$ cat src/rtl/adder_mux_datapath.sv
module adder_mux_datapath #(
  parameter int WIDTH = 16
) (
  input  logic             clk,
  input  logic             rst_n,
  input  logic [WIDTH-1:0] reg_data,
  input  logic [WIDTH-1:0] bus_data,
  input  logic [3:0]       a_gate_hi,
  input  logic [3:0]       a_gate_lo,
  input  logic [2:0]       b_gate,
  input  logic             a_capture,
  input  logic             b_capture,
  input  logic             carry_in,
  input  logic [2:0]       out_mode,
  input  logic             flags_load,
  output logic [WIDTH-1:0] result,
  output logic             flag_n,
  output logic             flag_z,
  output logic             flag_v,
  output logic             flag_c
);
  localparam int HALF = WIDTH / 2;
  localparam int MSB  = WIDTH - 1;

  logic [WIDTH-1:0] a_lat, b_lat, a_hi, a_lo, a_mux, b_mux, sum;
  logic             carry_out, add_ovf, nxt_c, nxt_v;

  function automatic logic [WIDTH-1:0] gate(input logic en, input logic [WIDTH-1:0] d);
    return en ? d : '0;
  endfunction

  assign a_hi  = gate(a_gate_hi[0], reg_data) | gate(a_gate_hi[1], ~reg_data)
               | gate(a_gate_hi[2], ~bus_data) | gate(a_gate_hi[3], a_lat);
  assign a_lo  = gate(a_gate_lo[0], reg_data) | gate(a_gate_lo[1], ~reg_data)
               | gate(a_gate_lo[2], ~bus_data) | gate(a_gate_lo[3], a_lat);
  assign a_mux = {a_hi[MSB:1], a_lo[0]};
  assign b_mux = gate(b_gate[0], reg_data) | gate(b_gate[1], bus_data) | gate(b_gate[2], b_lat);

  assign {carry_out, sum} = {1'b0, a_mux} + {1'b0, b_mux} + {{WIDTH{1'b0}}, carry_in};
  assign add_ovf = (a_mux[MSB] == b_mux[MSB]) && (sum[MSB] != a_mux[MSB]);

  always_comb begin
    result = sum;
    nxt_c  = carry_out;
    nxt_v  = add_ovf;
    case (out_mode)
      3'd1: begin result = {sum[MSB-1:0], 1'b0};   nxt_c = sum[MSB]; nxt_v = result[MSB] ^ nxt_c; end
      3'd2: begin result = {sum[MSB], sum[MSB:1]}; nxt_c = sum[0];   nxt_v = result[MSB] ^ nxt_c; end
      3'd3: begin result = {sum[MSB-1:0], flag_c}; nxt_c = sum[MSB]; nxt_v = result[MSB] ^ nxt_c; end
      3'd4: begin result = {flag_c, sum[MSB:1]};   nxt_c = sum[0];   nxt_v = result[MSB] ^ nxt_c; end
      3'd5: begin result = {sum[HALF-1:0], sum[MSB:HALF]}; nxt_c = 1'b0; nxt_v = 1'b0; end
      default: ;
    endcase
  end

  always_ff @(posedge clk or negedge rst_n)
    if (!rst_n) begin
      a_lat <= '0;
      b_lat <= '0;
    end else begin
      if (a_capture) a_lat <= a_mux;
      if (b_capture) b_lat <= b_mux;
    end

  always_ff @(posedge clk or negedge rst_n)
    if (!rst_n) {flag_n, flag_z, flag_v, flag_c} <= 4'b0000;
    else if (flags_load) begin
      flag_n <= result[MSB];
      flag_z <= (result == '0);
      flag_v <= nxt_v;
      flag_c <= nxt_c;
    end
endmodule


$ cat config.mk
export PLATFORM = sky130hd
export DESIGN_NAME = adder_mux_datapath
export DESIGN_NICKNAME = d
export VERILOG_FILES = /design/src/rtl/adder_mux_datapath.sv
export SDC_FILE = /design/constraint.sdc
export NUM_CORES = 1
export LEC_CHECK = 0
export ABC_AREA = 1
export BUFFER_PORTS_ARGS = -buffer_cell sky130_fd_sc_hd__clkbuf_2
export CAP_MARGIN = 20
export CORE_MARGIN = 4
export CORE_UTILIZATION = 53
export DETAILED_ROUTE_END_ITERATION = 10
export MAX_ROUTING_LAYER = met4
export PLACE_DENSITY_LB_ADDON = 0.1
export SKIP_LAST_GASP = 1
export SYNTH_ARGS = -nofsm -noshare
export SYNTH_HDL_FRONTEND = slang
export SYNTH_SLANG_ARGS = --single-unit
$ cat constraint.sdc
create_clock -name clk -period 5.8 [get_ports clk]
set_clock_uncertainty 0.15 [all_clocks]
set_input_delay 1.16 -clock clk [delete_from_list [all_inputs] [get_ports clk]]
set_output_delay 1.16 -clock clk [all_outputs]
set_load 0.1 [all_outputs]
==> results of run 1 <==
## cells in the final DEF (no fill, tap or decap), types with 2 or more instances in the layout
cell | Yosys | layout
nand2_1 | 204 | 204
o21ai_1 | 4 | 4
nor2_2 | 3 | 3
nand2_2 | 11 | 11
ha_1 | 15 | 15
nor2_1 | 34 | 34
clkbuf_2 | 0 | 69
a21oi_1 | 26 | 26
clkbuf_8 | 2 | 5
a21oi_4 | 2 | 2
a21oi_2 | 2 | 2
nand2_4 | 3 | 3
o21bai_1 | 2 | 2
nand3_1 | 73 | 73
dfrtp_1 | 36 | 36
xnor2_1 | 2 | 2
o22ai_1 | 4 | 4
o221ai_1 | 14 | 14
inv_1 | 107 | 107
fa_1 | 2 | 2
and2_1 | 3 | 3
o21ai_0 | 25 | 25
mux2_2 | 16 | 16
nand3b_1 | 2 | 2
nand4_1 | 7 | 7
nor2_4 | 2 | 2
nand3_2 | 4 | 4
buf_4 | 0 | 4
## through the flow
stage	cell area, µm²	std cells
global placement	4300	784
finish	4410	792
CTS	4410	792
detailed placement	4300	784
global route	4410	792
floorplan	3910	632
## synthesized netlist by cell type (7+ instances only)
cell / n
ha_1: 15
nand4_1: 7
nand2_2: 11
nand2_1: 204
dfrtp_1: 36
o221ai_1: 14
inv_1: 107
mux2_2: 16
nand3_1: 73
a21oi_1: 26
clkbuf_1: 13
o21ai_0: 25
nor2_1: 34
## layer usage
layer | part of all wire | wire, µm | global-route usage
met1 | 0.44 | 5200 | 0.361
met3 | 0.056 | 664 | 0.0401
met2 | 0.47 | 5610 | 0.461
met4 | 0.029 | 348 | 0.0975
met5 | 0 | 0 | -
## tightest hold or removal path: cells and delay by family (launching register included)
| kind | cells | cell delay, ns |
|---|---|---|
| flops | 1 | 0.35 |
| simple gates | 2 | 0.11 |
## state kept, by name (all words and copies together), names as in the netlist
register and flops:
a_lat 16, b_lat 16, flag_c 1, flag_n 1, flag_v 1, flag_z 1
## power groups by stage
stage               Clock (µW)  Combinational (µW)  Sequential [µW]
floorplan                    0                 685              345
global placement             0                 901              306
CTS                        241                 913              303
global route               252                 996              308
finish                     235                 917              303
detailed placement           0                 909              308
## layout make-up
type                            count  area, µm²
Clock buffer                        5       68.8
Clock inverter                      3       46.3
Fill cell                         738       2800
Inverter                          108        405
Multi-Input combinational cell    468       2490
Sequential cell                    36        901
Tap cell                           99        124
Timing Repair Buffer               73        375
## final timing paths
kind	to	slack, ns	startpoint	cells past startpoint
setup reg to reg	flag_z	2.68	a_lat[0]	17
hold / removal	flag_v	0.33	flag_v	2
max in group asynchronous	a_lat[13]	4.05	rst_n	1
min in group asynchronous	flag_z	0.84	rst_n	1
hold reg to reg	flag_v	0.33	flag_v	2
setup / recovery	result[10]	0.38	a_gate_hi[1]	17
## cell families (layout without fill, tap and decap cells)
group | after synthesis | in the layout
AND/OR/NAND/NOR | 351 | 351
flip-flops | 36 | 36
buffers and inverters | 128 | 189
adder cells (fa/ha/maj) | 17 | 17
XOR/XNOR | 2 | 2
AO/OA/AOI/OAI | 82 | 82
multiplexers | 16 | 16
==> metrics.txt, run 1 <==
pwr/cell area=330 nW/µm²; mux contribution to synthesized area=0.0461; htree depth=2; CTS tree=built; register share of total power=0.208; Starting DRT DRC Count=189; largest net degree at the start of global routing=37; grt ovf=0; #FFs+latches synth=36; first-pass GRT wire length=19200 µm; Total Nets Final=761; Hold Worst Slack=0.334 ns; DR WL/cell=14.9 µm; Clock Sinks=36; Simple-Gate Fraction of Synth Area=0.397; Via density=5.41; critical path's largest stage delay=0.53 ns; Critical Path RT=4.49 ns; Post-CTS Resized=0; Sw Ratio=0.556; Synthesis Warnings=0; synth unique cells=39; total wire length=11800 µm; Pleak=0.00251 µW; Design Power=1460 µW; Post-synth top flop=dfrtp_1; Max VDD drop=0.141 mV; Die X=93.9 µm; I/O pins=72; Die H=93.9 µm; buffers plus inverters on the worst setup path=4; Comb power frac=0.630; actual transition at the worst max-transition pin=0.952 ns; syn_nets=701; share of the synthesized area in the top cell type=0.231; initial antenna violation count=0; Synth async-reset ratio=1.00; Worst Path Arrival=4.11 ns; Critical Path Sink Type=primary output; die area=8810 µm²; Slew Viols, Final=0; HPWL Detailed=9190 µm; main combinational cell family by area after synthesis=simple AND/OR/NAND/NOR gates; CP max FO=15; number of global-route vias before repair=4000; Mapped Cells=632; Setup crit start kind=input pin; RSZ-0062 raised after global routing=false; dpl ws=0.420 ns; slowest cell on the critical path=ha_1; worst hold path class=reg2reg; Reg clk slew, reported paths=0.08 ns; Pint=646 µW; clock network fraction of total power=0.162; Max-slew headroom=0.365; cell mode on critical path=nand2_1; Hold Vio Cnt, Final=0; area grow syn2layout=12.9%; delay-heaviest family, CP=simple AND/OR/NAND/NOR gates; cts hold-fix bufs=0; syn_area_per_cell=6.18 µm²; kind of critical path=in2out; Post-Synth XOR/XNOR Area=0.00448; Tmin final=5.42 ns; Fmax achieved=0.185 GHz; Fin Setup TNS=0 ns; Final ANT Viol Nets=0; Synth Area in Compound Gates=0.131; ant diodes=0; Final GP Congestion=0.924; status=finished, final reports clean; adder-cell share of the synthesized area=0.0583; Worst-Skew Late Latency=0.30 ns; post-synth top area cell=dfrtp_1; Core ar.=7210 µm²; # Post-CTS Setup Buffers=0; DR vias=4288; layout cells sized above 1=0.182; CTS root buf=clkbuf_8; Finished Core Util=0.611; register area share after synthesis=0.231; GRT Overall Usage=0.283; Synth area leaders=dfrtp_1 23%, nand2_1 20%, inv_1 10%; synthesized cell area=3910 µm²; Clock Tree Buf Depth=2; fin worst setup slack=0.381 ns; drt pass-1 iters=6; Switch Pwr=810 µW; DRC=0; port bufs=71; fin crit share=0.934; CTS buffer count=5; Initial Utilization=0.542; number of synthesized flops with an enable pin=0; Final setup viols=0; cell row count=31; Cell Chain, Critical Path=clkbuf_2 -> inv_1 -> nor2_1 -> a21oi_1 -> o221ai_1 -> ha_1 -> nand2_1 -> nor2_1 -> nand2_1 -> nand3_2 -> nand2_1 -> nand3_1 -> nand3_1 -> nand3b_1 -> nand2_1 -> inv_1 -> clkbuf_2; number of max-cap violations=0
Note: power is estimated with default switching activity, not from simulation.
==> inputs of run 2 (changes only) <==
--- a/config.mk
+++ b/config.mk
@@ -9,7 +9,7 @@
 export BUFFER_PORTS_ARGS = -buffer_cell sky130_fd_sc_hd__clkbuf_2
 export CAP_MARGIN = 20
 export CORE_MARGIN = 4
-export CORE_UTILIZATION = 53
+export CORE_UTILIZATION = 44
 export DETAILED_ROUTE_END_ITERATION = 10
 export MAX_ROUTING_LAYER = met4
 export PLACE_DENSITY_LB_ADDON = 0.1
==> run 2 against run 1 <==
  * Worst hold slack got worse by 0.0028 ns
  * Wire length up 0.58%
  * Sequential power barely moved
  * Register-to-register slack lost 0.03 ns
  * Combinational power about the same
  * Sequential share of layout area fell by 0.12 points
  * Clock power decreased by 2%
  * Fmax barely moved
  * Final area increased by 0.57%
  * First-iteration DRC count up 1.6%
==> metrics.txt, run 2 (synthesis results as in run 1) <==
status=finished, final reports clean (unchanged); Clock Sinks=36 (unchanged); Reg-to-Reg Start=a_lat[0] (unchanged); I/O pins=72 (unchanged); Starting DRT DRC Count=192 (was 189); Total Nets Final=763 (was 761); # Post-CTS Setup Buffers=0 (unchanged); kind of critical path=in2out (unchanged); first-pass GRT wire length=19700 µm (was 19200 µm); Core ar.=8680 µm² (was 7210 µm²); Worst Path Arrival=4.11 ns (about the same); number of max-cap violations=0 (unchanged); Fin Setup TNS=0 ns (unchanged); Post-CTS Resized=0 (unchanged); area grow syn2layout=13.5% (was 12.9%); CTS root buf=clkbuf_8 (unchanged); Worst-Skew Late Latency=0.30 ns (about the same); Setup crit end=result[2] (was result[10]); Pleak=0.00252 µW (was 0.00251 µW); Setup crit start kind=input pin (unchanged); Slew Viols, Final=0 (unchanged); Final ANT Viol Nets=0 (unchanged); Die X=102 µm (was 93.9 µm); reg-to-reg slack, setup=2.65 ns (was 2.68 ns); fin worst setup slack=0.382 ns (was 0.381 ns); Die H=102 µm (was 93.9 µm); DRC=0 (unchanged); CTS buffer count=5 (unchanged); commonest non-fill, non-tap cell in the layout=nand2_1 (unchanged); Max Used Layer=met4 (unchanged); CP max FO=3 (was 15); Design Power=1450 µW (was 1460 µW); total wire length=11900 µm (was 11800 µm); port bufs=71 (unchanged); Reg clk slew, reported paths=0.07 ns (was 0.08 ns); pwr/cell area=326 nW/µm² (was 330 nW/µm²); number of global-route vias before repair=4023 (was 4000); ant diodes=0 (unchanged); initial antenna violation count=0 (unchanged); HPWL Detailed=9400 µm (was 9190 µm); largest net degree at the start of global routing=37 (unchanged); Fmax achieved=0.185 GHz (about the same); Final setup viols=0 (unchanged); DR WL/cell=14.8 µm (was 14.9 µm); htree depth=2 (unchanged); worst hold path class=reg2reg (unchanged); dpl ws=0.408 ns (was 0.420 ns); GRT Overall Usage=0.243 (was 0.283); Critical Path RT=4.49 ns (about the same); Initial Utilization=0.450 (was 0.542); Worst Setup SP=reg_data[0] (was a_gate_hi[1]); Max-slew headroom=0.369 (was 0.365); die area=10500 µm² (was 8810 µm²); Max VDD drop=0.138 mV (was 0.141 mV); Fillers=942 (was 738); RSZ-0062 raised after global routing=false (unchanged); CTS tree=built (unchanged); met3 wire len=474 µm (was 664 µm); cell row count=34 (was 31); Critical Path Sink Type=primary output (unchanged); leading registers by flop count=a_lat (16), b_lat (16) (unchanged); fin crit share=0.934 (about the same); reg2reg path depth=17 (unchanged); Reg-to-Reg End=flag_z (unchanged); Final GP Congestion=0.986 (was 0.924); met1 WL=5840 µm (was 5200 µm); metal2 WL=5430 µm (was 5610 µm); grt ovf=0 (unchanged); cts hold-fix bufs=0 (unchanged); Hold Vio Cnt, Final=0 (unchanged); DR vias=4216 (was 4288); Via density=5.25 (was 5.41); layout cells sized above 1=0.184 (was 0.182); commonest cells after routing, fill and taps aside=204 x nand2_1, 107 x inv_1, 73 x nand3_1, 68 x clkbuf_2, 36 x dfrtp_1 (was 204 x nand2_1, 107 x inv_1, 73 x nand3_1, 69 x clkbuf_2, 36 x dfrtp_1); actual transition at the worst max-transition pin=0.947 ns (was 0.952 ns); Tmin final=5.42 ns (about the same); Clock Tree Buf Depth=2 (unchanged); drt pass-1 iters=5 (was 6)
## run 2: cell type report
class	instances	area, µm²	area share
Tap cell	108	135	0.0305
Inverter	108	405	0.0914
Timing Repair Buffer	75	393	0.0886
Sequential cell	36	901	0.203
Multi-Input combinational cell	468	2490	0.561
Clock buffer	5	68.8	0.0155
Clock inverter	3	42.5	0.00959
## run 2: stage by stage
stage | area, µm² | hold WS, ns | utilization | cells
2_1_floorplan | 3910 | 0.331 | - | 632
3_3_place_gp | 4320 | 0.313 | 0.498 | 795
3_5_place_dp | 4320 | 0.320 | 0.498 | 795
4_1_cts | 4440 | 0.339 | 0.511 | 803
5_1_grt | 4440 | 0.345 | 0.511 | 803
6_report | 4440 | 0.332 | 0.511 | 803
## run 2: where the power goes
| part | switching [µW] | total (µW) | leakage (µW) | internal [µW] |
|---|---|---|---|---|
| clock | 102 | 230 | 0.0000541 | 127 |
| combinational | 685 | 914 | 0.00205 | 229 |
| sequential | 15.7 | 303 | 0.000412 | 287 |
## run 2: worst min path at each step
stage	from	endpoint	slack [ns]	cells past startpoint
global placement	flag_v	flag_v	0.31	2
floorplan	b_lat[4]	b_lat[4]	0.33	1
detailed placement	flag_v	flag_v	0.32	2
finish	flag_v	flag_v	0.33	2
global route	flag_v	flag_v	0.34	2
CTS	flag_v	flag_v	0.34	2
## run 2: worst max-delay path, cell delays in order
cell and delay [ns]:
clkbuf_2 0.10, mux2_2 0.32, a221oi_1 0.36, fa_1 0.24
inv_1 0.07, fa_1 0.46, nand2_1 0.08, nand2_1 0.07
nand3_1 0.09, nand2_1 0.09, nand2_1 0.09, nand2_1 0.05
nand2_1 0.10, nand2_1 0.09, o22ai_1 0.12, nor2_1 0.08
inv_1 0.06, clkbuf_2 0.45
## run 2: metal layers
layer,GRT usage,up-vias
met4,0.0555,0
met5,-,-
met3,0.0266,11
li1,-,2150
met2,0.378,118
met1,0.340,1937
==> inputs of run 3 (changes only) <==
--- a/config.mk
+++ b/config.mk
@@ -5,11 +5,11 @@
 export SDC_FILE = /design/constraint.sdc
 export NUM_CORES = 1
 export LEC_CHECK = 0
-export ABC_AREA = 1
 export BUFFER_PORTS_ARGS = -buffer_cell sky130_fd_sc_hd__clkbuf_2
 export CAP_MARGIN = 20
 export CORE_MARGIN = 4
 export CORE_UTILIZATION = 44
+export CTS_CLUSTER_SIZE = 20
 export DETAILED_ROUTE_END_ITERATION = 10
 export MAX_ROUTING_LAYER = met4
 export PLACE_DENSITY_LB_ADDON = 0.1
==> run 3 against run 2 <==
  * Global-route usage is 2.9 points higher
  * Clock power decreased by 17%
  * Via count grew 2.2%
  * Cell count is 15% lower
  * First-iteration DRC count up 79%
  * Die area shrank 3.2%
  * Worst hold slack got worse by 0.0013 ns
  * Critical path depth decreased by 3
  * Sequential cell count is the same
  * Synthesized cell count down 21%
  * Power rose by 9.8%
  * Critical path type unchanged
  * Critical endpoint is now result[4]
==> metrics.txt, run 3 <==
number of synthesized flops with an enable pin=0 (unchanged); synthesized cell area=3770 µm² (was 3910 µm²); Fin Setup TNS=0 ns (unchanged); die area=10100 µm² (was 10500 µm²); Starting DRT DRC Count=343 (was 192); cell row count=33 (was 34); status=finished, final reports clean (unchanged); commonest non-fill, non-tap cell in the layout=nor2_1 (was nand2_1); actual transition at the worst max-transition pin=0.968 ns (was 0.947 ns); Setup crit start kind=input pin (unchanged); Worst Path Arrival=4.36 ns (was 4.11 ns); GRT Overall Usage=0.272 (was 0.243); Simple-Gate Fraction of Synth Area=0.199 (was 0.397); Mapped Cells=497 (was 632); CTS buffer count=5 (unchanged); post-synth top area cell=dfrtp_1 (unchanged); Final GP Congestion=0.934 (was 0.986); DR WL/cell=19.2 µm (was 14.8 µm); Total Nets Final=649 (was 763); fin worst setup slack=0.133 ns (was 0.382 ns); port bufs=71 (unchanged); adder-cell share of the synthesized area=0.0604 (was 0.0583); kind of critical path=in2out (unchanged); CP max FO=13 (was 3); most common cell in the netlist=nor2_1 (was nand2_1); syn_nets=566 (was 701); Fmax achieved=0.176 GHz (was 0.185 GHz); Final ANT Viol Nets=0 (unchanged); ant diodes=0 (unchanged); Die H=101 µm (was 102 µm); mux contribution to synthesized area=0.0544 (was 0.0461); largest net degree at the start of global routing=37 (unchanged); Synth area leaders=dfrtp_1 24%, nor2_1 6.2%, a21oi_1 5.6% (was dfrtp_1 23%, nand2_1 20%, inv_1 10%); Die X=101 µm (was 102 µm); Clock Sinks=36 (unchanged); Critical Path RT=4.49 ns (about the same); Slew Viols, Final=0 (unchanged); Initial Utilization=0.457 (was 0.450); DR vias=4310 (was 4216); grt ovf=0 (unchanged); main combinational cell family by area after synthesis=compound AO/OA/AOI/OAI gates (was simple AND/OR/NAND/NOR gates); Synth async-reset ratio=1.00 (unchanged); dpl ws=-0.0559 ns (was 0.408 ns); Core ar.=8260 µm² (was 8680 µm²); register area share after synthesis=0.239 (was 0.231); Post-synth top cells=62 x nor2_1, 42 x a21oi_1, 42 x nand2_1 (was 204 x nand2_1, 107 x inv_1, 73 x nand3_1); Synth Area in Compound Gates=0.351 (was 0.131); htree depth=2 (unchanged); Synthesis Warnings=0 (unchanged); Tmin final=5.67 ns (was 5.42 ns); synth unique cells=70 (was 39); share of the synthesized area in the top cell type=0.239 (was 0.231); total wire length=13200 µm (was 11900 µm); Worst-Skew Late Latency=0.30 ns (about the same); Critical Path Sink Type=primary output (unchanged); Max VDD drop=0.143 mV (was 0.138 mV); Clock Tree Buf Depth=2 (unchanged); number of global-route vias before repair=4314 (was 4023); Hold Vio Cnt, Final=0 (unchanged); leading registers by flop count=a_lat (16), b_lat (16) (unchanged); drt pass-1 iters=6 (was 5); Pleak=0.00212 µW (was 0.00252 µW); number of max-cap violations=0 (unchanged); layout cells sized above 1=0.260 (was 0.184); cts hold-fix bufs=0 (unchanged); fin crit share=0.977 (was 0.934); syn_area_per_cell=7.59 µm² (was 6.18 µm²); initial antenna violation count=0 (unchanged); area grow syn2layout=28.9% (was 13.5%); worst hold path class=reg2reg (unchanged); DRC=0 (unchanged); Final setup viols=0 (unchanged); Post-synth top flop=dfrtp_1 (unchanged); commonest cells after routing, fill and taps aside=60 x nor2_1, 53 x clkbuf_2, 42 x nand2_1, 41 x a21oi_1, 40 x buf_4 (was 204 x nand2_1, 107 x inv_1, 73 x nand3_1, 68 x clkbuf_2, 36 x dfrtp_1); Via density=6.28 (was 5.25); first-pass GRT wire length=21500 µm (was 19700 µm); Post-Synth XOR/XNOR Area=0.0209 (was 0.00448); Hold Worst Slack=0.330 ns (was 0.332 ns); Max-slew headroom=0.354 (was 0.369); CTS root buf=clkbuf_8 (unchanged); Reg clk slew, reported paths=0.08 ns (was 0.07 ns); I/O pins=72 (unchanged); pwr/cell area=327 nW/µm² (was 326 nW/µm²); Inst Count DP=676 (was 795); CTS tree=built (unchanged); fin cells=686 (was 803); HPWL Detailed=10300 µm (was 9400 µm); #FFs+latches synth=36 (unchanged)
==> run 3: cell types whose count changed after synthesis, sizes merged, moves of 13 or more <==
cell	before	now
a22oi	0	16
nand2	218	43
a21oi	30	43
a31oi	0	20
inv	108	39
nor2	39	62
nand3	77	7
a222oi	0	17
mux2i	0	16
==> run 3: layout make-up <==
| cell class | count | area [µm²] |
|---|---|---|
| Sequential cell | 36 | 901 |
| Fill cell | 768 | 3390 |
| Inverter | 40 | 150 |
| Clock inverter | 2 | 16.3 |
| Clock buffer | 6 | 72.6 |
| Tap cell | 105 | 131 |
| Timing Repair Buffer | 109 | 873 |
| Multi-Input combinational cell | 388 | 2720 |
==> run 3: path summary, 6_finish.rpt <==
| path | start | endpoint | slack, ns | depth (start not counted) |
|---|---|---|---|---|
| min in group asynchronous | rst_n | a_lat[2] | 0.85 | 1 |
| min reg2reg | flag_v | flag_v | 0.33 | 1 |
| max reg2reg | b_lat[0] | flag_z | 1.83 | 14 |
| min | flag_v | flag_v | 0.33 | 1 |
| max in group asynchronous | rst_n | a_lat[0] | 4.05 | 1 |
| max | b_gate[1] | result[4] | 0.13 | 15 |
==> run 3: critical path, cell delays in order <==
cell,delay [ns]
clkbuf_4,0.20
buf_4,0.18
a222oi_1,0.40
inv_1,0.11
ha_1,0.36
and3_1,0.18
a221oi_1,0.28
buf_4,0.18
o21ai_0,0.09
a311o_1,0.42
buf_4,0.17
buf_4,0.13
a22oi_1,0.15
nand2_1,0.13
buf_12,0.20
==> run 3: layer usage <==
layer  wire length, µm  track usage  share of wire
met1              5710        0.342           0.43
met2              6360        0.452           0.48
met3               771       0.0304          0.058
met4               363       0.0933          0.027
met5                 0            -              0
==> run 3: kinds of logic (layout without fill, tap and decap cells) <==
group / after synthesis / in the layout
AND/OR/NAND/NOR: 161 / 161
AO/OA/AOI/OAI: 181 / 181
XOR/XNOR: 9 / 9
adder cells (fa/ha/maj): 17 / 17
multiplexers: 20 / 20
flip-flops: 36 / 36
buffers and inverters: 73 / 157
==> run 3: timing repair <==
action / 4_1_cts / 5_1_grt
setup buffers: 1 / 1
resized for setup: 2 / 10
pin swaps: 1 / 10
setup endpoints to repair: 7 / 13
==> run 3: where the power goes <==
group / switching [µW] / internal (µW)
Sequential: 18.9 / 282
Combinational: 697 / 400
Clock: 105 / 85.7
Total: 821 / 767
==> run 3: stage by stage <==
step	area, µm²	util	total power, µW
final	4860	0.589	1590
after global routing	4860	0.589	1680
after CTS	4820	0.584	1570
after detailed placement	4720	0.571	1380
after global placement	4720	0.571	1370
after floorplan	3870	-	1010
